**config.mk**
```make
export PLATFORM = sky130hd
export DESIGN_NAME = sport_clkgen
export DESIGN_NICKNAME = d
export VERILOG_FILES = /design/src/rtl/sport_clkgen.sv
export SDC_FILE = /design/constraint.sdc
export NUM_CORES = 1
export LEC_CHECK = 0
export BUFFER_PORTS_ARGS = -buffer_cell sky130_fd_sc_hd__clkbuf_2
export CAP_MARGIN = 15
export CORE_UTILIZATION = 40
export DETAILED_ROUTE_END_ITERATION = 10
export GPL_ROUTABILITY_DRIVEN = 0
export GPL_TIMING_DRIVEN = 0
export PLACE_DENSITY = 0.69
export SLEW_MARGIN = 20
export SYNTH_ARGS = -nofsm -noshare
export SYNTH_HDL_FRONTEND = slang
export SYNTH_SLANG_ARGS = --single-unit
```
**constraint.sdc**
```tcl
create_clock -name clk -period 7.15 [get_ports clk]
set_input_delay 0.715 -clock clk [delete_from_list [all_inputs] [get_ports clk]]
set_output_delay 0.715 -clock clk [all_outputs]
set_load 0.05 [all_outputs]
```
**src/rtl/sport_clkgen.sv**
```systemverilog
module sport_clkgen #(
  parameter int DIV_W = 16,
  parameter int FS_W  = 16
) (
  input  logic             clk,
  input  logic             rst_n,
  input  logic             enable,
  input  logic             clk_master,
  input  logic             fs_master,
  input  logic             dir_tx,
  input  logic [DIV_W-1:0] clk_div,
  input  logic [FS_W-1:0]  fs_div,
  input  logic             ext_sclk,
  output logic             sclk_out,
  output logic             fs_out,
  output logic             fs_tx_tag,
  output logic             fs_rx_tag
);
  localparam int CW  = DIV_W - 1;
  localparam int HW  = DIV_W + 2;
  localparam int CFW = CW + FS_W + 1;

  logic [CW-1:0]  cdiv;
  logic [HW-1:0]  base, half, hcnt;
  logic [CFW-1:0] cfg_now, cfg_q;
  logic [FS_W-1:0] fcnt;
  logic [2:0]     ext_s;
  logic           sclk_q, fs_q, chg, int_rise, ext_rise, srise;

  assign cdiv    = clk_div[DIV_W-1:1];
  assign base    = HW'(cdiv) + HW'(1);
  assign half    = dir_tx ? (base << 1) : (base << 2);
  assign cfg_now = {cdiv, fs_div, dir_tx};
  assign chg     = cfg_now != cfg_q;

  assign int_rise = clk_master && !sclk_q && (hcnt == half - HW'(1));
  assign ext_rise = !clk_master && ext_s[1] && !ext_s[2];
  assign srise    = enable && !chg && (int_rise || ext_rise);

  always_ff @(posedge clk or negedge rst_n) begin
    if (!rst_n) begin
      cfg_q  <= '0;
      hcnt   <= '0;
      sclk_q <= 1'b0;
      ext_s  <= '0;
    end else begin
      cfg_q <= cfg_now;
      ext_s <= {ext_s[1:0], ext_sclk};
      if (!enable || chg || !clk_master) begin
        hcnt   <= '0;
        sclk_q <= 1'b0;
      end else if (hcnt == half - HW'(1)) begin
        hcnt   <= '0;
        sclk_q <= ~sclk_q;
      end else begin
        hcnt <= hcnt + HW'(1);
      end
    end
  end

  always_ff @(posedge clk or negedge rst_n) begin
    if (!rst_n) begin
      fcnt <= '0;
      fs_q <= 1'b0;
    end else if (!enable || chg || !fs_master) begin
      fcnt <= '0;
      fs_q <= 1'b0;
    end else if (srise) begin
      if (fcnt == fs_div) begin
        fcnt <= '0;
        fs_q <= 1'b1;
      end else begin
        fcnt <= fcnt + FS_W'(1);
        fs_q <= 1'b0;
      end
    end
  end

  assign sclk_out  = sclk_q;
  assign fs_out    = fs_q;
  assign fs_tx_tag = fs_q &  cfg_q[0];
  assign fs_rx_tag = fs_q & ~cfg_q[0];

  a_r1_half_bound: assert property (@(posedge clk) disable iff (!rst_n)
    !chg |-> hcnt < half);
  a_r4_fcnt_bound: assert property (@(posedge clk) disable iff (!rst_n)
    !chg |-> fcnt <= fs_div);
  a_r4_fs_on_edge: assert property (@(posedge clk) disable iff (!rst_n)
    $rose(fs_out) |-> $past(srise));
  a_r8_idle_disabled: assert property (@(posedge clk) disable iff (!rst_n)
    !enable |=> !fs_out && !sclk_out);
  a_r9_fs_slave: assert property (@(posedge clk) disable iff (!rst_n)
    !fs_master |=> !fs_out);
  a_r5_slave_clk_low: assert property (@(posedge clk) disable iff (!rst_n)
    !clk_master |=> !sclk_out);
  a_r7_restart: assert property (@(posedge clk) disable iff (!rst_n)
    chg |=> !sclk_out && !fs_out);
endmodule

```
==> impl_metrics.toml, run 1 <==
[status]
outcome = "complete, no violations"

[timing]
finalClockSkew_ns = 0.00982
relSlewSlack = 0.550
setup_tns_ns = 0
post-route-min-period_ns = 4.64
hold_violations = 0
worst_pin_slew_ns = 0.675
holdWs_ns = 0.352
period_share = 0.649
rsz0062_at_grt = "false"
fmax_mhz = 215
setup_viol = 0
slew_violations = 0

[clock_network]
cts_hold_buf = 0
cts_tree = "done"
numCtsBuffers = 9
clk_latency_ns = 0.34
cts_max_level = 3
cts_resized = 0
cts.path.max_buffers = 2
clk_pin_slew_worst_paths_ns = 0.06
cts.sinks = 71
root_buffer = "clkbuf_16"
post_cts_buffers = 0

[finish]
nets = 642
syn2layout_area_growth_pct = 14.2
final_cells = 746
drive_above_1_share = 0.146
utilization = 0.478
num_antenna_cells = 0

[setup_path]
crit_required_ns = 7.37
path_buf_inv = 6
cp-startpoint = "dir_tx"
crit_arrival_ns = 4.86
slowest_delay_ns = 0.49
path_class = "in -> reg"
rr_startpoint = "hcnt[2]"
worst_setup_path_end_kind = "flip-flop"
crit_family = "buffers and inverters"
cp-start-kind = "input pin"
critical_path.slowest_cell = "buf_1"
crit_chain = "clkbuf_2 -> buf_2 -> clkbuf_1 -> clkbuf_1 -> buf_1 -> nand3_1 -> a21oi_1 -> nor3_1 -> xnor2_1 -> a211o_1 -> a221oi_2 -> o2111ai_2 -> o21a_1 -> clkbuf_1 -> o21ai_0 -> o21ai_1"
worst_path_most_repeated_cell = "clkbuf_1"
cp_max_fo = 10

[logic_synthesis]
async_flop_share = 1.00
synth-edff-count = 0
synth_area_sq_mm = 0.00488
syn_inst = 547
synth-seq-area-share = 0.364
ys_types = 70
postSynth.topFlopCell = "dfrtp_1"
postSynthAreaPerCell_sq_um = 8.92
synth_warnings = 0
ys_seq_elements = 71
synth_nets = 589

[drt]
drt_iter0_drc = 367
wl_per_cell_microns = 16.8
vias = 4331
wl_microns = 12600
dr.pass1.iters = 5
viasPerCell = 5.81
remaining_drc_errors = 0
final_antenna_net_count = 0

[die]
start_util = 0.418
dieArea_sq_mm = 0.0126
die_w_microns = 112
placementRows = 39
io_pins = 43
die_y_microns = 112
core-area_sq_mm = 0.0117

[power_and_ir_drop]
ir_worst_vdd_v = 0.000101
p_per_area_mw_per_mm2 = 178
power_leakage_nw = 2.17

[grt]
grt_max_degree = 38
grt_pass1_vias = 4338
grt_pass1_wl_microns = 21500
grt_antenna_before_repair = 0
grt_overflow = 0
grt_usage = 0.214

[place]
placement.io_buffers = 41
dp_hpwl_microns = 9390
dp_cells = 732

[hold_path]
hp-class = "in -> async"

[run]
max_cap_viol_count = 0
-- per-stage QoR --
| step | worst slack (ns) | area (sq um) | total power, mW |
|---|---|---|---|
| 6_report | 2.51 | 5570 | 0.992 |
| 5_1_grt | 2.26 | 5570 | 1.03 |
| 4_1_cts | 2.64 | 5570 | 0.998 |
| 3_5_place_dp | 2.29 | 5290 | 0.553 |
| 3_3_place_gp | 2.42 | 5260 | 0.549 |
| 2_1_floorplan | 3.14 | 4880 | 0.504 |
-- worst paths after layout --
check	endpoint	slack, ns	cells after the start
worst max-delay path	fcnt[11]	2.51	16
worst min-delay path	fcnt[8]	0.35	1
worst max register to register	fcnt[11]	3.46	13
worst min register to register	ext_s[1]	0.36	0
max in group asynchronous	cfg_q[2]	6.23	2
min in group clk	ext_s[1]	0.36	0
-- report_power, final --
group | internal [mW] | switching [mW]
Combinational | 0.0520 | 0.0794
Clock | 0.267 | 0.178
Sequential | 0.412 | 0.00477
Total | 0.731 | 0.262
-- worst reg2reg max path, cell delays in order, from the launching register on --
cell       delay (ns)
dfrtp_1          0.35
clkbuf_1         0.20
or3b_2           0.49
a21oi_1          0.16
a311oi_1         0.08
a2111oi_0        0.34
mux2i_1          0.15
a211o_1          0.30
a221oi_2         0.23
o2111ai_2        0.30
o21a_1           0.37
clkbuf_1         0.26
o21ai_0          0.24
o21ai_1          0.10
-- cells in the mapped netlist, types with 2 or more instances --
cell	count	area, sq um
a211oi_1	2	15.0
nor2b_1	5	31.3
and2_1	4	25.0
o22ai_1	5	31.3
buf_2	10	50.1
nand3_1	21	105
a31oi_1	5	31.3
nor3_1	7	35.0
or4_1	2	15.0
xnor2_1	66	578
ha_1	3	37.5
or2_2	3	18.8
mux2i_1	10	100
o31ai_1	7	52.6
o311ai_0	2	17.5
or4b_2	2	20.0
or3_1	7	43.8
a211o_1	2	17.5
nor2_1	49	184
buf_4	3	22.5
a21oi_1	8	40.0
and3_1	19	119
or4b_1	2	20.0
nor3b_1	7	52.6
nand2b_1	18	113
xor2_1	24	210
nand3b_1	5	37.5
nand4b_1	3	26.3
o211ai_1	4	30.0
o21ai_0	21	105
nor4_1	7	43.8
nand2_1	36	135
o21ai_1	12	60.1
or3b_2	2	17.5
a22oi_1	2	15.0
a311oi_1	4	35.0
dfrtp_1	71	1780
inv_1	10	37.5
clkbuf_1	21	78.8
a32o_1	2	20.0
nand4_1	23	144
and4_1	3	26.3
-- cell usage in the layout, fill, tap and decap left out, types with 5 or more instances in the layout --
| cell type | count |
|---|---|
| o22ai_1 | 5 |
| nand2b_1 | 18 |
| or3_1 | 7 |
| nor3b_1 | 7 |
| nor2_1 | 49 |
| clkbuf_2 | 40 |
| nand3_1 | 21 |
| nor2b_1 | 5 |
| o21ai_0 | 21 |
| clkbuf_16 | 9 |
| nand2_1 | 36 |
| nand4_1 | 23 |
| buf_2 | 10 |
| xnor2_1 | 66 |
| dfrtp_1 | 71 |
| inv_1 | 10 |
| mux2i_1 | 10 |
| a31oi_1 | 5 |
| and3_1 | 19 |
| nor3_1 | 7 |
| o31ai_1 | 7 |
| nor4_1 | 7 |
| clkbuf_1 | 21 |
| xor2_1 | 24 |
| nand3b_1 | 5 |
| a21oi_1 | 8 |
| o21ai_1 | 12 |
-- final cells by class --
cell class	count	area [sq um]
fill	1092	6090
multi-input combinational	430	2900
sequential	71	1780
timing repair buffer	42	228
clock buffer	9	225
tap	143	179
buffer	36	166
clock inverter	5	61.3
inverter	10	37.5
-- layer usage --
metal / wire (microns) / up-vias / track usage / share of wire
li1: - / 2059 / - / -
met1: 5870 / 2080 / 0.301 / 0.47
met2: 5630 / 171 / 0.331 / 0.45
met3: 823 / 21 / 0.0410 / 0.066
met4: 230 / 0 / 0.0738 / 0.018
met5: 0 / - / 0 / 0
-- sequential cells by signal, indices dropped and copies added, names as in the netlist --
register  count
cfg_q        32
fcnt         16
sclk_out      1
ext_s         3
fs_out        1
hcnt         18
-- cell families after synthesis --
kind of cell               after synthesis  share of synthesized area
DFF                                     71                      0.364
buffers and inverters                   46                     0.0418
xor gates and xnor gates                90                      0.162
adders and majority gates                3                    0.00770
and+or+nand+nor                        231                      0.263
muxes                                   10                     0.0205
AOI/OAI and AO/OA                       96                      0.141
Power figures use the tool's default switching activity.
==> run 2: changes to the inputs <==
--- a/config.mk
+++ b/config.mk
@@ -5,6 +5,7 @@
 export SDC_FILE = /design/constraint.sdc
 export NUM_CORES = 1
 export LEC_CHECK = 0
+export ABC_AREA = 1
 export BUFFER_PORTS_ARGS = -buffer_cell sky130_fd_sc_hd__clkbuf_2
 export CAP_MARGIN = 15
 export CORE_UTILIZATION = 40
==> constraint.sdc (replaced) <==
create_clock -name clk -period 4.8 [get_ports clk]
set_input_delay 0.48 -clock clk [delete_from_list [all_inputs] [get_ports clk]]
set_output_delay 0.48 -clock clk [all_outputs]
set_load 0.05 [all_outputs]
==> run 2 against run 1 <==
Effect of this change:
- utilization increased by 0.30 points
- count of clock-buffer cells in the layout increased by 3
- hold slack got worse by 0.19 ns
- critical path depth grew 2
- sequential cell count did not move
- clock skew down 0.0029 ns
- area after synthesis grew 4.3%
- highest routed layer unchanged
- final cell count grew 24%
- first-iteration DRC count decreased by 35%
- sequential power grew 49%
==> impl_metrics.toml, run 2 <==
[hold_path]
hp-class = "in -> async"

[clock_network]
cts.sinks = 71
cts_tree = "done"
cts.path.max_buffers = 2
post_cts_buffers = 0
cts_hold_buf = 0
cts_resized = 0
numCtsBuffers = 9
cts_max_level = 3
clk_pin_slew_worst_paths_ns = 0.06
clk_latency_ns = 0.34
root_buffer = "clkbuf_16"

[power_and_ir_drop]
ir_worst_vdd_v = 0.000187
power_frac_seq = 0.393
cell_internal_pwr_mw = 1.18
power_mw = 1.58
sw_frac_of_total = 0.254
power_leakage_nw = 2.78
clockPowerShare = 0.483
pwr-share-comb = 0.123
p_sw_mw = 0.401
p_per_area_mw_per_mm2 = 269

[timing]
finalClockSkew_ns = 0.00694
hold_violations = 0
relSlewSlack = 0.601
holdWs_ns = 0.158
worst_pin_slew_ns = 0.598
setup_viol = 0
rsz0062_at_grt = "false"
fmax_mhz = 337
layout_setup_ws_ns = 1.83
setup_tns_ns = 0
slew_violations = 0
post-route-min-period_ns = 2.97
period_share = 0.618

[die]
io_pins = 43
start_util = 0.417
die_w_microns = 115
placementRows = 40
die_y_microns = 115
core-area_sq_mm = 0.0122
dieArea_sq_mm = 0.0132

[logic_synthesis]
synth_warnings = 0
synth-seq-area-share = 0.349
postSynthAreaPerCell_sq_um = 7.28
ys_types = 45
synth_area_sq_mm = 0.00509
synth-edff-count = 0
synth_top_family_by_area = "simple AND/OR/NAND/NOR gates"
synth.most_common_cell = "nand2_1"
async_flop_share = 1.00
synthAdderAreaFrac = 0.00737
synthTopCellsByArea = "dfrtp_1 (35%), nand2_1 (13%), inv_1 (7.1%)"
synth_nets = 741
postSynth.topFlopCell = "dfrtp_1"
synth_common_cells = "nand2_1 (179), inv_1 (96), dfrtp_1 (71)"
syn_inst = 699
ys_seq_elements = 71
synth_compound_area_frac = 0.0750
synth-simple-area-share = 0.399
yosys-mux-area-fraction = 0
synth_xor_area_frac = 0.0723
yosys.area.top_type_share = 0.349
yosys.area.top_type = "dfrtp_1"

[finish]
largest_reg_flops = 32
syn2layout_area_growth_pct = 15.3
final_cells = 925
nets = 794
top_register = "cfg_q"
num_antenna_cells = 0
drive_above_1_share = 0.194
final_cell_mix = "nand2_1 (179), inv_1 (96), dfrtp_1 (71)"
layout_commonest_cell = "nand2_1"
largestRegisters = "cfg_q x32, hcnt x18, fcnt x16"

[setup_path]
critical_path.slowest_cell = "ha_1"
cp_max_fo = 10
rr_startpoint = "hcnt[2]"
crit_arrival_ns = 3.18
cp-start-kind = "input pin"
path_class = "in -> reg"
crit_chain = "clkbuf_2 -> ha_1 -> nand2_2 -> nor2_2 -> nand3_1 -> nand3_1 -> nand2_1 -> nor2_4 -> nand3_4 -> nor2_4 -> nand2_1 -> xor2_1 -> clkinv_1 -> nor2_1 -> nand3_1 -> nand3_2 -> buf_2 -> nor2_1"
worst_setup_path_end_kind = "flip-flop"
cp-startpoint = "clk_div[2]"
regToRegSetupSlack_ns = 2.22
r2r_cells = 12
crit_required_ns = 5.02
slowest_delay_ns = 0.29
worst_path_most_repeated_cell = "nand3_1"

[drt]
drt_iter0_drc = 237
vias = 4442
final_antenna_net_count = 0
wl_per_cell_microns = 12.6
dr.pass1.iters = 4
wl_microns = 11700
remaining_drc_errors = 0
viasPerCell = 4.80

[place]
placement.io_buffers = 41
dp_hpwl_microns = 9300
pre_cts_slack_ns = 1.51
dp_cells = 909

[run]
max_cap_viol_count = 0

[grt]
grt_antenna_before_repair = 0
grt_usage = 0.196
grt_max_degree = 43
grt_pass1_wl_microns = 19800
grt_overflow = 0
grt_pass1_vias = 4156

[status]
outcome = "complete, no violations"
-- run 2: cell type report --
cell class | instances | area [sq um]
fillers | 1253 | 6340
multi-input cells | 514 | 2820
flip-flops and latches | 71 | 1780
inverters | 104 | 392
clock buffers | 12 | 267
repair buffers | 42 | 228
well taps | 168 | 210
plain buffers | 10 | 104
clock inverters | 4 | 76.3
-- run 2: final timing paths --
path                       endpoint
min in group clk           ext_s[0]
setup reg to reg           hcnt[17]
setup / recovery            hcnt[9]
hold reg to reg            ext_s[1]
hold / removal              fcnt[9]
max in group asynchronous  cfg_q[0]
-- run 2: critical path: cells and delay by family --
kind	cells	cell delay [ns]
xor gates and xnor gates	1	0.14
adders and majority gates	1	0.29
buffers and inverters	3	0.56
and+or+nand+nor	13	1.72
-- run 2: layer usage --
| metal | vias up | part of all wire | track usage |
|---|---|---|---|
| met3 | 10 | 0.049 | 0.0453 |
| met1 | 2002 | 0.50 | 0.271 |
| met5 | - | 0 | 0 |
| met4 | 0 | 0.013 | 0.0528 |
| met2 | 87 | 0.44 | 0.308 |
| li1 | 2343 | - | - |
-- run 2: power by group through the flow --
stage                     Combinational (mW)  Sequential, mW  Clock (mW)
after floorplan                        0.123           0.630           0
after global placement                 0.191           0.631           0
after detailed placement               0.195           0.631           0
after CTS                              0.197           0.620       0.780
after global routing                   0.222           0.622       0.806
final                                  0.195           0.620       0.763
-- run 2: per-stage QoR --
step	util	cell area (sq um)
finish	0.481	5870
CTS	0.481	5870
global placement	0.451	5510
global route	0.481	5870
floorplan	-	5090
detailed placement	0.453	5530
-- run 2: cell families after synthesis --
kind of cell / count (synthesis)
XOR/XNOR: 42
adder cells (fa/ha/maj): 3
AND/OR/NAND/NOR: 412
flip-flops: 71
buffers and inverters: 114
AO/OA/AOI/OAI: 57
==> run 3: changes to the inputs <==
--- a/config.mk
+++ b/config.mk
@@ -5,7 +5,7 @@
 export SDC_FILE = /design/constraint.sdc
 export NUM_CORES = 1
 export LEC_CHECK = 0
-export ABC_AREA = 1
+export ABC_AREA = 0
 export BUFFER_PORTS_ARGS = -buffer_cell sky130_fd_sc_hd__clkbuf_2
 export CAP_MARGIN = 15
 export CORE_UTILIZATION = 40
==> constraint.sdc (replaced) <==
create_clock -name clk -period 3.1 [get_ports clk]
set_input_delay 0.31 -clock clk [delete_from_list [all_inputs] [get_ports clk]]
set_output_delay 0.31 -clock clk [all_outputs]
set_load 0.05 [all_outputs]
==> run 3 against run 2 <==
Effect of this change:
- the run now ends with negative setup slack left
- sequential power grew 55%
- clock skew grew 0.0048 ns
- global-route usage grew 3.3 points
- hold slack lost 0.087 ns
- sequential cell count is the same
- combinational power grew 92%
- clock power grew 49%
- utilization grew 6.7 points
- first-iteration DRC count grew 73%
- setup slack lost 2.2 ns
==> impl_metrics.toml, run 3 (synthesis results as in run 1) <==
[status]
outcome = "finished, violations left"
violations = "negative setup slack"

[place]
placement.io_buffers = 41
dp_hpwl_microns = 9480

[clock_network]
cts.path.max_buffers = 2
cts_tree = "done"
cts.sinks = 71
numCtsBuffers = 9
clk_pin_slew_worst_paths_ns = 0.06
clk_latency_ns = 0.35
cts_max_level = 3
root_buffer = "clkbuf_16"

[timing]
hold_violations = 0
layout_setup_ws_ns = -0.362
fmax_mhz = 289
relSlewSlack = 0.550
setup_viol = 36
post-route-min-period_ns = 3.46
slew_violations = 0
setup_tns_ns = -7.12
period_share = 1.12
finalClockSkew_ns = 0.0117
rsz0062_at_grt = "true"
worst_pin_slew_ns = 0.671

[drt]
met1_length_microns = 6230
wl_microns = 14000
viasPerCell = 5.91
wl_per_cell_microns = 17.9
remaining_drc_errors = 0
final_antenna_net_count = 0
dr_wl_met2_microns = 6360
vias = 4634
drt_iter0_drc = 409
top_layer_used = "met4"
dr.pass1.iters = 5
dr_wl_met3_microns = 1060

[die]
core-area_sq_mm = 0.0117
io_pins = 43
die_w_microns = 112
dieArea_sq_mm = 0.0126
start_util = 0.418
die_y_microns = 112
placementRows = 39

[finish]
layout_commonest_cell = "dfrtp_1"
syn2layout_area_growth_pct = 30.8
drive_above_1_share = 0.295
num_antenna_cells = 0
largestRegisters = "cfg_q x32, hcnt x18, fcnt x16"
utilization = 0.547
nets = 678
final_cell_mix = "dfrtp_1 (71), xnor2_1 (64), clkbuf_2 (42)"
fillers = 992
top_register = "cfg_q"
largest_reg_flops = 32

[hold_path]
hp-class = "in -> reg"
hold-path-cell-count = 1

[setup_path]
r2r_cells = 13
path_class = "in -> reg"
crit_arrival_ns = 3.73
crit_required_ns = 3.37
worst_setup_path_end_kind = "flip-flop"
critical_path.slowest_cell = "a2111oi_4"
crit_chain = "clkbuf_8 -> buf_8 -> and4_1 -> buf_6 -> a21boi_2 -> a2111o_1 -> a2111oi_4 -> buf_4 -> xnor2_2 -> or3_1 -> a32oi_2 -> o2111ai_2 -> o21a_4 -> or2_4 -> clkbuf_16 -> o21ai_1"
crit_family = "compound AO/OA/AOI/OAI gates"
slowest_delay_ns = 0.51
path_buf_inv = 5
path_depth = 16
cp-start-kind = "input pin"
cp_max_fo = 6

[grt]
grt_usage = 0.228
grt_max_degree = 48
grt_pass1_vias = 4506
grt_antenna_before_repair = 0
grt_overflow = 0
grt_pass1_wl_microns = 22600

[power_and_ir_drop]
power_leakage_nw = 2.54
ir_worst_vdd_v = 0.000269
p_per_area_mw_per_mm2 = 389

[run]
max_cap_viol_count = 0
[run 3: cell types whose count changed in the layout (fill, tap and decap cells not counted), moves of 27 or more]
cell / before / now
nand2_1: 179 / 34
inv_1: 96 / 10
xnor2_1: 12 / 64
nand3_1: 64 / 20
buf_4: 0 / 36
nor2_1: 60 / 30
nand2_2: 29 / 2
[run 3: worst paths after layout]
kind	start	slack, ns	endpoint
setup / recovery	clk_div[1]	-0.36	fcnt[8]
hold / removal	ext_sclk	0.07	ext_s[0]
setup reg to reg	hcnt[2]	-0.20	fcnt[8]
hold reg to reg	ext_s[0]	0.36	ext_s[1]
max in group asynchronous	rst_n	2.08	cfg_q[29]
min in group asynchronous	rst_n	0.46	fcnt[6]
[run 3: power by group]
| group | switching, mW | internal (mW) |
|---|---|---|
| Combinational | 0.211 | 0.163 |
| Clock | 0.418 | 0.727 |
| Sequential | 0.0109 | 0.950 |
| Total | 0.640 | 1.84 |
[run 3: worst reg2reg max path, cell delays in order (launching register included)]
cell and delay, ns:
dfrtp_1 0.36, clkbuf_1 0.20, or3b_2 0.48, a21oi_1 0.16
a311oi_1 0.09, a2111oi_2 0.23, mux2i_1 0.13, a211o_1 0.32
a221oi_2 0.21, o2111ai_2 0.21, o21a_4 0.27, or2_4 0.28
clkbuf_16 0.17, o21ai_1 0.12
[run 3: area by class of cell]
class,instances,area [sq um],area share
plain buffers,35,275,0.0431
multi-input cells,430,3200,0.502
inverters,10,37.5,0.00588
clock inverters,5,81.3,0.0127
flip-flops and latches,71,1780,0.278
clock buffers,11,243,0.0380
repair buffers,79,587,0.0919
well taps,143,179,0.0280
[run 3: routing by layer]
layer / GRT usage / up-vias
met5: 0 / -
met4: 0.0862 / 0
met3: 0.0551 / 42
met2: 0.353 / 208
met1: 0.310 / 2244
li1: - / 2140
[run 3: through the flow]
step	total power [mW]	worst slack, ns	area, sq um	hold slack (ns)	instances
after detailed placement	1.29	-1.24	5350	0.286	732
final	2.48	-0.362	6380	0.0706	784
after floorplan	1.17	-0.356	4940	0.0144	547
after global routing	2.56	-0.455	6380	0.0751	784
after global placement	1.27	-1.20	5320	0.335	731
after CTS	2.47	-0.240	6170	0.0663	778
[run 3: timing repair]
action                                 in CTS  in global routing
gates resized for setup                    63                 47
endpoints found under the hold margin      24                  0
hold buffers                                1                  0
buffers inserted                           28                  6
pin swaps                                  18                 17
setup endpoints to repair                  36                 36
gates cloned                                2                  1
